### src/rtl/par_io_pkg.sv
package par_io_pkg;

  localparam int DATA_W = 8;
  localparam int NIB_W  = DATA_W / 2;
  localparam int IDX_W  = $clog2(DATA_W);

  typedef struct packed {
    logic [1:0] modeA;
    logic       dirAIn;
    logic       dirCuIn;
    logic       modeB;
    logic       dirBIn;
    logic       dirClIn;
  } modeCfg_t;

  localparam modeCfg_t CFG_RESET = '{modeA: 2'b00, dirAIn: 1'b1, dirCuIn: 1'b1,
                                     modeB: 1'b0, dirBIn: 1'b1, dirClIn: 1'b1};

  typedef struct packed {
    logic              wrA;
    logic              wrB;
    logic              wrC;
    logic              wrMode;
    logic              wrBit;
    logic [DATA_W-1:0] data;
  } regStrobes_t;

endpackage

### src/rtl/par_io_ctrl.sv
module par_io_ctrl
  import par_io_pkg::*;
(
  input  logic              clk,
  input  logic              rst,
  input  logic              csN,
  input  logic              wrN,
  input  logic [1:0]        addr,
  input  logic [DATA_W-1:0] wrData,
  output regStrobes_t       strobes,
  output modeCfg_t          cfg
);

  logic wrNPrev;
  logic wrRise;

  always_ff @(posedge clk) begin
    if (rst) wrNPrev <= 1'b1;
    else     wrNPrev <= wrN;
  end

  assign wrRise = wrN && !wrNPrev && !csN;

  always_comb begin
    strobes        = '0;
    strobes.data   = wrData;
    if (wrRise) begin
      unique case (addr)
        2'd0: strobes.wrA = 1'b1;
        2'd1: strobes.wrB = 1'b1;
        2'd2: strobes.wrC = 1'b1;
        2'd3: begin
          strobes.wrMode = wrData[DATA_W-1];
          strobes.wrBit  = !wrData[DATA_W-1];
        end
      endcase
    end
  end

  always_ff @(posedge clk) begin
    if (rst)                 cfg <= CFG_RESET;
    else if (strobes.wrMode) cfg <= modeCfg_t'(wrData[6:0]);
  end

  AST_ONE_STROBE: assert property (@(posedge clk) disable iff (rst)
    $onehot0({strobes.wrA, strobes.wrB, strobes.wrC, strobes.wrMode, strobes.wrBit}));

  AST_NO_SELECT_NO_WRITE: assert property (@(posedge clk) disable iff (rst)
    csN |-> !(strobes.wrA || strobes.wrB || strobes.wrC || strobes.wrMode || strobes.wrBit));

  AST_BIT_KEEPS_MODE: assert property (@(posedge clk) disable iff (rst)
    strobes.wrBit |=> $stable(cfg));

  AST_LOW_STROBE_IDLE: assert property (@(posedge clk) disable iff (rst)
    !wrN |-> !(strobes.wrA || strobes.wrB || strobes.wrC || strobes.wrMode || strobes.wrBit));

endmodule

### src/rtl/par_io_datapath.sv
module par_io_datapath
  import par_io_pkg::*;
(
  input  logic              clk,
  input  logic              rst,
  input  regStrobes_t       strobes,
  input  modeCfg_t          cfg,
  input  logic              csN,
  input  logic              rdN,
  input  logic [1:0]        addr,
  input  logic [DATA_W-1:0] portAIn,
  input  logic [DATA_W-1:0] portBIn,
  input  logic [DATA_W-1:0] portCIn,
  output logic [DATA_W-1:0] latchA,
  output logic [DATA_W-1:0] latchB,
  output logic [DATA_W-1:0] latchC,
  output logic [DATA_W-1:0] rdData,
  output logic              bitPulse,
  output logic [IDX_W-1:0]  bitIdx,
  output logic              bitVal
);

  logic [IDX_W-1:0]  cmdIdx;
  logic              cmdVal;
  logic [DATA_W-1:0] readC;
  logic [1:0]        nibIsIn;

  assign cmdIdx  = strobes.data[IDX_W:1];
  assign cmdVal  = strobes.data[0];
  assign nibIsIn = {cfg.dirCuIn, cfg.dirClIn};

  always_ff @(posedge clk) begin
    if (rst) begin
      latchA <= '0;
      latchB <= '0;
      latchC <= '0;
    end else if (strobes.wrMode) begin
      latchA <= '0;
      latchB <= '0;
      latchC <= '0;
    end else begin
      if (strobes.wrA) latchA <= strobes.data;
      if (strobes.wrB) latchB <= strobes.data;
      if (strobes.wrC) latchC <= strobes.data;
      if (strobes.wrBit) latchC[cmdIdx] <= cmdVal;
    end
  end

  always_ff @(posedge clk) begin
    if (rst) begin
      bitPulse <= 1'b0;
      bitIdx   <= '0;
      bitVal   <= 1'b0;
    end else begin
      bitPulse <= strobes.wrBit;
      if (strobes.wrBit) begin
        bitIdx <= cmdIdx;
        bitVal <= cmdVal;
      end
    end
  end

  for (genvar n = 0; n < 2; n++) begin : gNibRead
    assign readC[n*NIB_W +: NIB_W] = nibIsIn[n] ? portCIn[n*NIB_W +: NIB_W]
                                                : latchC[n*NIB_W +: NIB_W];
  end

  always_comb begin
    rdData = '0;
    if (!csN && !rdN) begin
      unique case (addr)
        2'd0: rdData = cfg.dirAIn ? portAIn : latchA;
        2'd1: rdData = cfg.dirBIn ? portBIn : latchB;
        2'd2: rdData = readC;
        2'd3: rdData = '0;
      endcase
    end
  end

  AST_MODE_CLEARS: assert property (@(posedge clk) disable iff (rst)
    strobes.wrMode |=> (latchA == '0 && latchB == '0 && latchC == '0));

  AST_BIT_APPLIED: assert property (@(posedge clk) disable iff (rst)
    strobes.wrBit |=> (latchC[bitIdx] == bitVal && bitPulse));

  AST_PULSE_SINGLE: assert property (@(posedge clk) disable iff (rst)
    bitPulse |=> !bitPulse);

  AST_CMD_UNREADABLE: assert property (@(posedge clk) disable iff (rst)
    (!csN && !rdN && addr == 2'd3) |-> rdData == '0);

endmodule

### src/rtl/par_io_regs.sv
module par_io_regs
  import par_io_pkg::*;
(
  input  logic       clk,
  input  logic       rst,
  input  logic       csN,
  input  logic       rdN,
  input  logic       wrN,
  input  logic [1:0] addr,
  input  logic [7:0] wrData,
  output logic [7:0] rdData,
  input  logic [7:0] portAIn,
  input  logic [7:0] portBIn,
  input  logic [7:0] portCIn,
  output logic [7:0] portAOut,
  output logic [7:0] portBOut,
  output logic [7:0] portCOut,
  output logic       portAOe,
  output logic       portBOe,
  output logic [7:0] portCOe,
  output logic [1:0] modeA,
  output logic       modeB,
  output logic       bitCmdPulse,
  output logic [2:0] bitCmdIdx,
  output logic       bitCmdVal
);

  regStrobes_t strobes;
  modeCfg_t    cfg;

  par_io_ctrl uCtrl (
    .clk     (clk),
    .rst     (rst),
    .csN     (csN),
    .wrN     (wrN),
    .addr    (addr),
    .wrData  (wrData),
    .strobes (strobes),
    .cfg     (cfg)
  );

  par_io_datapath uData (
    .clk      (clk),
    .rst      (rst),
    .strobes  (strobes),
    .cfg      (cfg),
    .csN      (csN),
    .rdN      (rdN),
    .addr     (addr),
    .portAIn  (portAIn),
    .portBIn  (portBIn),
    .portCIn  (portCIn),
    .latchA   (portAOut),
    .latchB   (portBOut),
    .latchC   (portCOut),
    .rdData   (rdData),
    .bitPulse (bitCmdPulse),
    .bitIdx   (bitCmdIdx),
    .bitVal   (bitCmdVal)
  );

  assign portAOe = !cfg.dirAIn;
  assign portBOe = !cfg.dirBIn;
  assign portCOe = {{NIB_W{!cfg.dirCuIn}}, {NIB_W{!cfg.dirClIn}}};
  assign modeA   = cfg.modeA;
  assign modeB   = cfg.modeB;

endmodule

### config.mk
export PLATFORM = sky130hd
export DESIGN_NAME = par_io_regs
export DESIGN_NICKNAME = d
export VERILOG_FILES = /design/src/rtl/par_io_pkg.sv /design/src/rtl/par_io_ctrl.sv /design/src/rtl/par_io_datapath.sv /design/src/rtl/par_io_regs.sv
export SDC_FILE = /design/constraint.sdc
export NUM_CORES = 1
export LEC_CHECK = 0
export ABC_AREA = 1
export BUFFER_PORTS_ARGS = -buffer_cell sky130_fd_sc_hd__buf_4
export CORE_UTILIZATION = 40
export CTS_CLUSTER_SIZE = 8
export DETAILED_ROUTE_END_ITERATION = 12
export GPL_TIMING_DRIVEN = 0
export PLACE_DENSITY = 0.68
export SLEW_MARGIN = 20
export SYNTH_ARGS = -nofsm -noshare
export SYNTH_HDL_FRONTEND = slang
export SYNTH_SLANG_ARGS = --single-unit
### constraint.sdc
create_clock -name clk -period 2.7 [get_ports clk]
set_clock_uncertainty 0.05 [all_clocks]
set_input_delay 0 -clock clk [delete_from_list [all_inputs] [get_ports clk]]
set_output_delay 0 -clock clk [all_outputs]
set_load 0.005 [all_outputs]
* Word-level counts from Yosys, hierarchy flattened *
Index checks and enable logic that the tools add are counted.

operators by class
  magnitude comparators = 2
  equal/unequal tests = 3
  muxes and demuxes = 18
  reduce and logical (&&, ||, !) cells = 14

operators with widths
  cell                  number
  $mux W8               7
  $pmux W8 S4           1
  $bwmux W8             1
  $logic_not A1 Y1      8
  $mux W4               2
  $mux W5               1
  $eq A2 B2 Y1 const B  2
  $logic_and A1 B1 Y1   4
  $lt A3 B4 Y1 const B  1
  $mux W1               4
  $demux W1 S3          1
  $ge A3 B1 Y1 const B  1
  $eq A2 B1 Y1 const B  1
  $logic_not A2 Y1      1
  $mux W2               1
  $reduce_or A2 Y1      1

storage, ports and cells
  register bits = 37
  bits of input ports = 39

* Logic depth before layout (Yosys ltp) *
  word-level depth = 9
  gate-level depth with buffers = 8
  gate-level depth less buffers = 7

* By module *
Synthesis repeated with hierarchy kept, for this count alone.

unflattened totals
  cell total of the unflattened synthesis = 367
  area, all modules = 2237.1 µm²

modules (own cells, without submodules)
  module           times used  cells each  area each (µm²)  seq. area each (µm²)
  par_io_datapath  1           295         1741.7           580.6
  par_io_ctrl      1           62          435.4            160.2
  par_io_regs      1           10          60.1             0.0

* Worst setup path after synthesis *
Ideal clock, no wire load.

  path kind = reg2reg
  start point = register uCtrl.wrNPrev
  end point = register uData.latchC[1]
  arrival = 1093 ps
  slack = 1444 ps
  cell stages (with the launch flop) = 8
  path buffers = 1
  clock period less this slack = 1256 ps
  cell sequence = dfxtp_1 nor2_4 nand2_4 nor2_4 buf_4 nand4_1 nand2_1 nor2_1

on the way
  longest elaborated chain between the ends = 9

ends and longest elaborated chain
  what                                   line                   source
  start: declaration                     par_io_ctrl.sv:14      logic wrNPrev;
  start signal: assignment               par_io_ctrl.sv:19      else wrNPrev <= wrN;
  $logic_not A1 Y1 (*)                   par_io_ctrl.sv:22      assign wrRise = wrN && !wrNPrev && !csN;
  $logic_and A1 B1 Y1 (*) (2 in series)  par_io_ctrl.sv:22
  $mux W5 (*)                            par_io_ctrl.sv:27      if (wrRise) begin
  $mux W8                                par_io_datapath.sv:44  if (strobes.wrC) latchC <= strobes.data;
  $mux W8                                par_io_datapath.sv:37  end else if (strobes.wrMode) begin
  $mux W8                                par_io_datapath.sv:33  if (rst) begin
  $bwmux W8                              par_io_datapath.sv:45  if (strobes.wrBit) latchC[cmdIdx] <= cmdVal;
  $mux W8                                par_io_datapath.sv:45
  end signal: assignment                 par_io_datapath.sv:44
  end signal: indexed assignment         par_io_datapath.sv:45
  end: declaration                       par_io_datapath.sv:16  output logic [DATA_W-1:0] latchC,

Mark *: on every way between the ends. The rest lies on a longest branch, timed or not. The select of a mux whose other input is x is not followed.
A chain may end at the register's enable or synchronous reset.

* Worst setup path after layout *
  start point = register, netlist name uCtrl.cfg[1]
  end point = output port rdData[1]

on the way
  longest elaborated chain between the ends = 3

ends and longest elaborated chain
  what              line                   source
  $mux W8           par_io_datapath.sv:73  2'd1: rdData = cfg.dirBIn ? portBIn : latchB;
  $pmux W8 S4       par_io_datapath.sv:71  unique case (addr)
  $mux W8           par_io_datapath.sv:70  if (!csN && !rdN) begin
  end: declaration  par_io_regs.sv:11      output logic [7:0] rdData,

Every way passes these cells.

==> impl_metrics.json <==
{
  "pre_cts_ws_ns": 1.251,
  "min-delay-path-class": "primary input to flop",
  "cts_tree": "yes",
  "drv_slew": 0,
  "worst_slew_pin_slew_ns": 0.5385,
  "synthTopCellsByArea": "dfxtp_1 34%, nand2_1 12%, nor2_1 9.0%",
  "clockBufferDepth": 2,
  "detail_route.vias_per_cell": 4.826,
  "vias": 2355,
  "io_buffer_count": 85,
  "cp-start-kind": "flop",
  "fillerInstances": 536,
  "cts.clk_slew.worst_paths_ns": 0.07,
  "cp-end-kind": "primary output",
  "p_leak_nw": 1.485,
  "drt_pass1_iterations": 5,
  "holdWs_ns": 0.1096,
  "fin_crit_sh_pct": 65.28,
  "core_area_sq_um": 5172,
  "setup_tns_ns": 0,
  "drtIter0Drc": 115,
  "hold_viol": 0,
  "first_global_vias": 2073,
  "clock-sinks": 37,
  "yosysWarnings": 0,
  "grt_pass1_wl_mm": 10.17,
  "die_h_um": 75.61,
  "status": "finished, final reports clean",
  "cellPowerDensity_nw_per_um2": 389.8,
  "syn_area_per_cell_sq_um": 6.793,
  "overflow": 0,
  "die_w_um": 75.61,
  "grt_start_max_net_pins": 12,
  "layout_commonest_cell": "buf_4",
  "synthDistinctLibCells": 24,
  "post_cts_buffers": 0,
  "routed_wl_mm": 6.593,
  "rows": 26,
  "fmax_ghz": 0.5674,
  "ys_ff_latch": 37,
  "crit_slowest_cell": "o21ai_0",
  "setup-violations-final": 0,
  "post_drt_wl_per_cell_um": 13.51,
  "synthCells": 319,
  "setup_slack_ns": 0.9374,
  "clkLatencyLatePin_ns": 0.29,
  "nNetsFinal": 457,
  "critical_path_class": "flop to primary output",
  "slew_headroom_pct": 64.10,
  "synth_top_area_share_pct": 34.18,
  "path_cells": "buf_2 -> clkinv_1 -> o21ai_0 -> nand3_1 -> nand2_1 -> inv_1 -> buf_4",
  "grt_use_total_pct": 24.33,
  "ant_nets": 0,
  "syn_area_sq_um": 2167,
  "design.portCount": 89,
  "yosysTopAreaCell": "dfxtp_1",
  "drc_errors": 0,
  "final_cell_mix": "95 x buf_4, 72 x nand2_1, 52 x nor2_1",
  "ir_drop_mv": 0.2716,
  "initial_core_util_pct": 41.90,
  "area_growth_syn_to_layout_pct": 41.51,
  "grt_antenna_before_repair": 0,
  "drv_cap": 0,
  "htreeDepth": 2,
  "hpwl_mm": 5.014,
  "cp.arrival_ns": 1.71,
  "cp_slowest_stage_delay_ns": 0.35,
  "crit_path_max_fanout": 10,
  "drive_gt1_share_pct": 32.54,
  "cts_buffers": 5,
  "cts_hold_buf": 7,
  "syn-num-nets": 358,
  "fin_crit_ns": 1.763,
  "yosysSeqAreaShare_pct": 34.18,
  "cp_data_required_time_ns": 2.65,
  "gp_congestion": 0.8250,
  "grt_setup_unrepaired": "false",
  "ctsResizeCount": 0,
  "cts_root_buf": "clkbuf_8",
  "n_antenna_cell": 0,
  "dieArea_sq_um": 5716
}
-- cells by family after synthesis --
group	Yosys count	share of synthesized area [%]
AO/OA/AOI/OAI	55	15.01
buffers and inverters	48	11.32
flip-flops	37	34.18
AND/OR/NAND/NOR	179	39.49
-- final timing paths --
path,start,to,slack (ns),cells past startpoint
hold reg to reg,uData.bitIdx[0],uData.bitIdx[0],0.42,2
setup / recovery,uCtrl.cfg[1],rdData[1],0.94,7
hold / removal,wrData[3],uData.latchB[3],0.11,3
setup reg to reg,uCtrl.wrNPrev,uData.latchB[2],1.23,6
-- cells in the mapped netlist --
cell type / n
inv_4: 1
inv_2: 1
dfxtp_1: 37
o211ai_1: 20
clkbuf_1: 3
o21ai_0: 14
o21ai_1: 1
nor2_1: 52
buf_2: 2
buf_4: 10
buf_6: 3
inv_1: 25
a21oi_1: 20
nand2_4: 2
nand4_1: 16
nand3_2: 1
nor2_2: 1
clkinv_1: 3
nor2_8: 2
nand2_2: 1
nand2_1: 72
nor2_4: 4
or2_2: 16
nand3_1: 12
-- report_power, final --
part	internal [mW]	total (mW)	switching [mW]
clock	0.268	0.465	0.196
sequential	0.550	0.555	0.00446
combinational	0.0831	0.176	0.0929
total	0.902	1.20	0.294
-- area by class of cell --
cell class              instances  area (sq um)  area share, %
flip-flops and latches         37         740.7          24.15
well taps                      70         87.58          2.856
multi-input cells             234          1181          38.51
inverters                      30         115.1          3.754
plain buffers                  18         130.1          4.243
clock buffers                   5         68.82          2.244
repair buffers                 92         708.2          23.09
clock inverters                 2         35.03          1.142
-- per-layer routing --
metal  part of all wire, %  GRT usage, %  vias to the layer above
met1                    47         33.06                     1038
met2                    46         39.98                       79
met4                  0.97         6.790                        0
li1                      -             -                     1233
met3                   5.8         3.968                        5
met5                     0             0                        -
-- sequential cells by signal, indices dropped and copies added (netlist names) --
name / cells
uData.latchA: 8
uData.latchB: 8
uData.latchC: 8
uCtrl.cfg: 7
uData.bitIdx: 3
uCtrl.wrNPrev: 1
uData.bitPulse: 1
uData.bitVal: 1
-- metrics by stage --
| step | total power [mW] | instance area (sq um) | cells | util, % |
|---|---|---|---|---|
| 3_5_place_dp | 0.7349 | 2893 | 474 | 55.93 |
| 2_1_floorplan | 0.6473 | 2167 | 319 | - |
| 3_3_place_gp | 0.7344 | 2893 | 474 | 55.93 |
| 4_1_cts | 1.204 | 3067 | 488 | 59.29 |
| 5_1_grt | 1.244 | 3067 | 488 | 59.29 |
| 6_report | 1.196 | 3067 | 488 | 59.29 |
-- worst max-delay path: cells and delay by family (launching register included) --
| kind | cells | cell delay [ns] |
|---|---|---|
| compound gates | 1 | 0.35 |
| buf+inv | 4 | 0.58 |
| flops | 1 | 0.31 |
| simple gates | 2 | 0.19 |
Power figures use the tool's default switching activity.
